===== src/rtl/pixstamp_pkg.sv =====
package pixstamp_pkg;

    localparam int DEF_TS_W  = 14;
    localparam int DEF_DEPTH = 4;

    // Window phase as seen by one pixel.
    typedef enum logic [1:0] {
        PH_IDLE  = 2'd0,   // between trains: readable
        PH_START = 2'd1,   // first cycle of a train
        PH_ACQ   = 2'd2    // remaining cycles of a train
    } phase_e;

    // Control bundle shared by the capture, store and readout pieces.
    typedef struct packed {
        logic start;
        logic acq;
        logic readable;
    } ctl_t;

    function automatic phase_e classify(input logic act, input logic act_q);
        if (act && !act_q) return PH_START;
        if (act)           return PH_ACQ;
        return PH_IDLE;
    endfunction

    function automatic ctl_t decode_phase(input phase_e ph);
        ctl_t c;
        c.start    = (ph == PH_START);
        c.acq      = (ph != PH_IDLE);
        c.readable = (ph == PH_IDLE);
        return c;
    endfunction

endpackage


===== src/rtl/pixstamp_capture.sv =====
module pixstamp_capture
    import pixstamp_pkg::*;
#(
    parameter int TS_W = DEF_TS_W
) (
    input  logic            clk,
    input  logic            rst,
    input  logic            train_active,
    input  logic            hit,
    input  logic [TS_W-1:0] bunch_cnt,
    input  logic            full,
    output ctl_t            ctl,
    output logic            wr_en,
    output logic [TS_W-1:0] wr_data,
    output logic            ovf_set
);

    logic            act_q;
    logic [TS_W-1:0] last_bc;
    logic            last_ok;
    logic            dup;
    logic            accept;
    logic            full_eff;
    phase_e          ph;

    always_comb begin
        ph       = classify(train_active, act_q);
        ctl      = decode_phase(ph);
        dup      = last_ok && !ctl.start && (bunch_cnt == last_bc);
        accept   = ctl.acq && hit && !dup;
        // A train start empties the store in the same edge, so it is never full then.
        full_eff = full && !ctl.start;
        wr_en    = accept && !full_eff;
        ovf_set  = accept && full_eff;
        wr_data  = bunch_cnt;
    end

    always_ff @(posedge clk) begin
        if (rst) begin
            act_q   <= 1'b0;
            last_ok <= 1'b0;
            last_bc <= '0;
        end else begin
            act_q <= train_active;
            if (accept) begin
                last_ok <= 1'b1;
                last_bc <= bunch_cnt;
            end else if (ctl.start) begin
                last_ok <= 1'b0;
            end
        end
    end

    // two writes in a row within a train never carry the same crossing
    p_one_per_crossing_r4: assert property (@(posedge clk) disable iff (rst)
        (wr_en && $past(wr_en) && !$past(rst) && !ctl.start) |-> (bunch_cnt != $past(bunch_cnt)));

    // nothing is accepted outside a train
    p_idle_no_capture_r3: assert property (@(posedge clk) disable iff (rst)
        !train_active |-> (!wr_en && !ovf_set));

endmodule


===== src/rtl/pixstamp_store.sv =====
module pixstamp_store
    import pixstamp_pkg::*;
#(
    parameter int TS_W  = DEF_TS_W,
    parameter int DEPTH = DEF_DEPTH,
    localparam int CNT_W = $clog2(DEPTH + 1)
) (
    input  logic             clk,
    input  logic             rst,
    input  logic             start,
    input  logic             wr_en,
    input  logic [TS_W-1:0]  wr_data,
    input  logic             ovf_set,
    output logic [CNT_W-1:0] count,
    output logic             full,
    output logic             ovf,
    output logic [TS_W-1:0]  slots [DEPTH]
);

    logic [CNT_W-1:0] wr_idx;

    assign wr_idx = start ? '0 : count;
    assign full   = (count == CNT_W'(DEPTH));

    for (genvar g = 0; g < DEPTH; g++) begin : g_slot
        always_ff @(posedge clk) begin
            if (rst) begin
                slots[g] <= '0;
            end else if (wr_en && (wr_idx == CNT_W'(g))) begin
                slots[g] <= wr_data;
            end
        end
    end

    always_ff @(posedge clk) begin
        if (rst) begin
            count <= '0;
            ovf   <= 1'b0;
        end else if (start) begin
            count <= wr_en ? CNT_W'(1) : '0;
            ovf   <= 1'b0;
        end else begin
            if (wr_en)   count <= count + CNT_W'(1);
            if (ovf_set) ovf   <= 1'b1;
        end
    end

    // never more entries than slots
    p_count_bounded_r5: assert property (@(posedge clk) disable iff (rst)
        count <= CNT_W'(DEPTH));

    // overflow only appears with every slot in use
    p_ovf_needs_full_r5: assert property (@(posedge clk) disable iff (rst)
        $rose(ovf) |-> full);

    // overflow is sticky until a train start
    p_ovf_sticky_r5: assert property (@(posedge clk) disable iff (rst)
        (ovf && !start) |=> ovf);

endmodule


===== src/rtl/pixstamp_readout.sv =====
module pixstamp_readout
    import pixstamp_pkg::*;
#(
    parameter int TS_W  = DEF_TS_W,
    parameter int DEPTH = DEF_DEPTH,
    localparam int CNT_W = $clog2(DEPTH + 1)
) (
    input  logic             clk,
    input  logic             rst,
    input  logic             start,
    input  logic             readable,
    input  logic             rd_sel,
    input  logic             rd_stb,
    input  logic [CNT_W-1:0] count,
    input  logic             ovf,
    input  logic [TS_W-1:0]  slots [DEPTH],
    output logic             data_valid,
    output logic [TS_W-1:0]  ts_out,
    output logic             overflow
);

    logic [CNT_W-1:0] rd_ptr;
    logic [TS_W-1:0]  picked;
    logic             avail;
    logic             adv;

    assign avail = readable && (rd_ptr < count);
    assign adv   = rd_sel && rd_stb && avail;

    always_comb begin
        picked = '0;
        for (int i = 0; i < DEPTH; i++) begin
            if (rd_ptr == CNT_W'(i)) picked = slots[i];
        end
    end

    assign data_valid = rd_sel && avail;
    assign ts_out     = data_valid ? picked : '0;
    assign overflow   = rd_sel && readable && ovf;

    always_ff @(posedge clk) begin
        if (rst || start) begin
            rd_ptr <= '0;
        end else if (adv) begin
            rd_ptr <= rd_ptr + CNT_W'(1);
        end
    end

    // the read position never passes the stored count
    p_ptr_within_count_r6: assert property (@(posedge clk) disable iff (rst)
        rd_ptr <= count);

    // an unselected pixel keeps its read position
    p_unselected_hold_r7: assert property (@(posedge clk) disable iff (rst)
        (!rd_sel && !start) |=> $stable(rd_ptr));

    // a strobe on a valid entry moves to the next one
    p_strobe_steps_r6: assert property (@(posedge clk) disable iff (rst)
        (data_valid && rd_stb) |=> (rd_ptr == $past(rd_ptr) + CNT_W'(1)));

endmodule


===== src/rtl/pixstamp_pixel.sv =====
module pixstamp_pixel
    import pixstamp_pkg::*;
#(
    parameter int TS_W  = DEF_TS_W,
    parameter int DEPTH = DEF_DEPTH
) (
    input  logic            clk,
    input  logic            rst,
    input  logic            train_active,
    input  logic            hit,
    input  logic [TS_W-1:0] bunch_cnt,
    input  logic            rd_sel,
    input  logic            rd_stb,
    output logic            data_valid,
    output logic [TS_W-1:0] ts_out,
    output logic            overflow
);

    localparam int CNT_W = $clog2(DEPTH + 1);

    ctl_t             ctl;
    logic             wr_en;
    logic [TS_W-1:0]  wr_data;
    logic             ovf_set;
    logic [CNT_W-1:0] count;
    logic             full;
    logic             ovf;
    logic [TS_W-1:0]  slots [DEPTH];

    pixstamp_capture #(.TS_W(TS_W)) u_capture (
        .clk          (clk),
        .rst          (rst),
        .train_active (train_active),
        .hit          (hit),
        .bunch_cnt    (bunch_cnt),
        .full         (full),
        .ctl          (ctl),
        .wr_en        (wr_en),
        .wr_data      (wr_data),
        .ovf_set      (ovf_set)
    );

    pixstamp_store #(.TS_W(TS_W), .DEPTH(DEPTH)) u_store (
        .clk     (clk),
        .rst     (rst),
        .start   (ctl.start),
        .wr_en   (wr_en),
        .wr_data (wr_data),
        .ovf_set (ovf_set),
        .count   (count),
        .full    (full),
        .ovf     (ovf),
        .slots   (slots)
    );

    pixstamp_readout #(.TS_W(TS_W), .DEPTH(DEPTH)) u_readout (
        .clk        (clk),
        .rst        (rst),
        .start      (ctl.start),
        .readable   (ctl.readable),
        .rd_sel     (rd_sel),
        .rd_stb     (rd_stb),
        .count      (count),
        .ovf        (ovf),
        .slots      (slots),
        .data_valid (data_valid),
        .ts_out     (ts_out),
        .overflow   (overflow)
    );

    // the entry count does not move outside a train
    p_count_frozen_idle_r3: assert property (@(posedge clk) disable iff (rst)
        !train_active |=> $stable(count));

    // a train start leaves at most the hit of that cycle and no overflow
    p_start_clears_r8: assert property (@(posedge clk) disable iff (rst)
        ctl.start |=> ((count <= CNT_W'(1)) && !ovf));

endmodule


===== config.mk =====
export PLATFORM = sky130hd
export DESIGN_NAME = pixstamp_pixel
export DESIGN_NICKNAME = d
export VERILOG_FILES = /design/src/rtl/pixstamp_pkg.sv /design/src/rtl/pixstamp_capture.sv /design/src/rtl/pixstamp_store.sv /design/src/rtl/pixstamp_readout.sv /design/src/rtl/pixstamp_pixel.sv
export SDC_FILE = /design/constraint.sdc
export NUM_CORES = 1
export LEC_CHECK = 0
export BUFFER_PORTS_ARGS = -buffer_cell sky130_fd_sc_hd__buf_2
export CAP_MARGIN = 40
export CORE_MARGIN = 2
export CORE_UTILIZATION = 60
export DETAILED_ROUTE_END_ITERATION = 10
export HOLD_SLACK_MARGIN = 0.08
export PLACE_DENSITY_LB_ADDON = 0.1
export SYNTH_ARGS = -nofsm -noshare
export SYNTH_HDL_FRONTEND = slang
export SYNTH_SLANG_ARGS = --single-unit

===== constraint.sdc =====
create_clock -name clk -period 2.8 [get_ports clk]
set_input_delay 0.42 -clock clk [delete_from_list [all_inputs] [get_ports clk]]
set_output_delay 0.42 -clock clk [all_outputs]
set_load 0.01 [all_outputs]

==> run metrics <==
CTS sink cnt=79; area of the multi-input gates=2260 um^2; largest net degree at the start of global routing=48; Combinational Power Share=0.090; DR vias=3145; post-cts sizing count=0; fraction of layout cells with a size suffix above 1=0.146; setup slack, reg-to-reg=0.62 ns; DRC Markers=0; maximum clock frequency=391 MHz; synth-to-layout area growth=10.0%; leading cell type in the layout, fill and taps excluded=dfxtp_1; clk_lat worst skew=0.34 ns; setup tns final=0 ns; commonest non-fill, non-tap cells in the layout=dfxtp_1 (79), nand2b_1 (70), mux2i_1 (57); Mapped Nets=471; first-pass GRT wire length=14600 um; vias in the first global route=3002; # IOs=36; crit-path max FO=14; worst hold stages=2; GP Congestion=0.797; core region area=6420 um^2; Reg-to-Reg Start=u_capture.last_bc[10]$_SDFFE_PP0P_; clock skew=0.00831 ns; placed standard-cell area=4250 um^2; final setup fails=0; buffers added on ports=35; site row count=29; P per Cell Area=498 nW/um^2; Design Area, Final=4450 um^2; Die Area=7410 um^2; Initial Utilization=0.629; hold path startpoint=rd_stb; Die Span Y=86.1 um; CTS root buffer=clkbuf_8; Die Wd=86.1 um; FF+latch count, synth=79; initial antenna violation count=0; LEAKAGE=2.01 nW; max_cap viols=0; post-layout min period=2.56 ns; Antenna Nets Post-Route=0; unrepaired setup endpoints after global routing=false; CTS H-tree lvls=3; initial DRC count=201; maximum vdd ir drop=0.468 mV; Reg2Reg Depth=5; Place WS=0.341 ns; Seq pwr share=0.525; Reg-to-Reg End=u_store.slots[47]$_SDFFE_PP0P_; Worst Hold Class=input port to flop; register area=1580 um^2; Final Hold Fails=0; Crit. End Element=output port; CP required=2.38 ns; hpwl dp=5980 um; # Post-CTS Setup Buffers=0; CTS clk-pin slew, worst paths=0.08 ns; Post-Synthesis Cells=442; switching portion of total power=0.245; Worst EP arrival=2.14 ns; Slew headroom=0.622; hold endpoint=u_readout.rd_ptr[2]$_SDFFE_PP0P_; max-slew violation count=0; layout filler cell count=529; clock tree buffer depth=2; count of cell types in the netlist=40; mapped cell area=4040 um^2; Detailed Route WL=8760 um; Tot GR Track Use=0.250; Sw Pwr=542 uW; Int Pwr=1.67 mW; Final WS setup=0.243 ns; diode count=0; grt ovf=0; Nets=499; CTS tree=built; Least-Margin Pin Slew=0.563 ns; Util after Layout=0.692; CTS Hold Bufs=0; DR vias/cell=5.71; clock group share of total power=0.385; Setup crit start=u_readout.rd_ptr[0]$_SDFFE_PP0P_; routed len/inst=15.9 um; Setup CP Type=flop to output port; Tcrit/Tclk final=0.913; status=completed; sequential-to-total area share from yosys stat=0.391; YS warnings=0; Detailed Routing Iterations Pass 1=4; syn avg cell area=9.14 um^2; type of origin of the critical path=flop; CTS buffer count=9
## critical path, stage by stage, from the launching register on
cell and delay, ns:
dfxtp_1 0.38, inv_1 0.10, ha_1 0.38, and3b_1 0.24, a21oi_1 0.12, o21ai_0 0.10, a22oi_1 0.26, nor2_1 0.06
buf_2 0.14
## cell usage after synthesis (all sizes together)
library cell / n / area share
nand3: 17 / 0.022
buf: 10 / 0.023
a22oi: 14 / 0.026
a311oi: 2 / 0.0043
nand4: 4 / 0.0077
nand2b: 70 / 0.11
nor2b: 3 / 0.0046
nor3: 2 / 0.0025
and2: 1 / 0.0015
nand2: 18 / 0.019
or4: 2 / 0.0046
or3: 1 / 0.0015
o31ai: 1 / 0.0019
nor3b: 1 / 0.0019
nor2: 19 / 0.018
o21ai: 29 / 0.036
or2b: 3 / 0.0056
a21o: 1 / 0.0019
inv: 8 / 0.0074
o211ai: 1 / 0.0019
a21oi: 35 / 0.043
mux2i: 57 / 0.14
and3b: 15 / 0.033
a31oi: 1 / 0.0015
clkbuf: 20 / 0.019
nor4: 2 / 0.0068
xnor2: 15 / 0.033
dfxtp: 79 / 0.39
o21ba: 2 / 0.0050
ha: 9 / 0.028
## power by group through the flow
| stage | sequential, mW | clock [mW] | combinational [mW] |
|---|---|---|---|
| detailed placement | 1.19 | 0 | 0.199 |
| floorplan | 1.19 | 0 | 0.141 |
| global route | 1.17 | 0.911 | 0.221 |
| finish | 1.16 | 0.852 | 0.199 |
| global placement | 1.19 | 0 | 0.196 |
| CTS | 1.16 | 0.862 | 0.200 |
## sequential cells by signal, summed over array words and instances, names as in the netlist
name               count
u_capture.last_ok      1
u_store.ovf            1
u_store.slots         56
u_readout.rd_ptr       3
u_capture.act_q        1
u_capture.last_bc     14
u_store.count          3
## layer usage
metal	track usage	wire (um)	share of wire
met2	0.402	4170	0.48
met3	0.0462	380	0.043
met4	0.0765	97	0.011
met1	0.340	4110	0.47
met5	0	0	0
## layout make-up
type | count | area share
clock inverter | 5 | 0.0132
clock buffer | 10 | 0.0310
tap | 77 | 0.0217
sequential | 79 | 0.356
timing repair buffer | 47 | 0.0633
multi-input combinational | 325 | 0.508
inverter | 8 | 0.00675
## how the worst max path moves through the flow
stage	end	slack, ns	cells past startpoint
after floorplan	ts_out[0]	0.72	8
after global placement	data_valid	0.27	6
after detailed placement	u_store.slots[47]$_SDFFE_PP0P_	0.34	6
after CTS	ts_out[6]	0.21	8
after global routing	ts_out[6]	0.09	8
final	ts_out[6]	0.24	8
## stage by stage
step                std cells  power [mW]  hold WS (ns)
floorplan                 442        1.33         0.448
global placement          535        1.38         0.457
detailed placement        536        1.39         0.461
CTS                       551        2.23         0.289
global route              551        2.30         0.294
finish                    551        2.21         0.300
## kinds of logic after synthesis
kind of cell             after synthesis  synth area share
AND/OR/NAND/NOR                      158             0.236
AO/OA/AOI/OAI                         86             0.122
flip-flops                            79             0.391
multiplexers                          57             0.141
buffers and inverters                 38            0.0492
XOR/XNOR                              15            0.0325
adder cells (fa/ha/maj)                9            0.0279
Power figures use the tool's default switching activity.
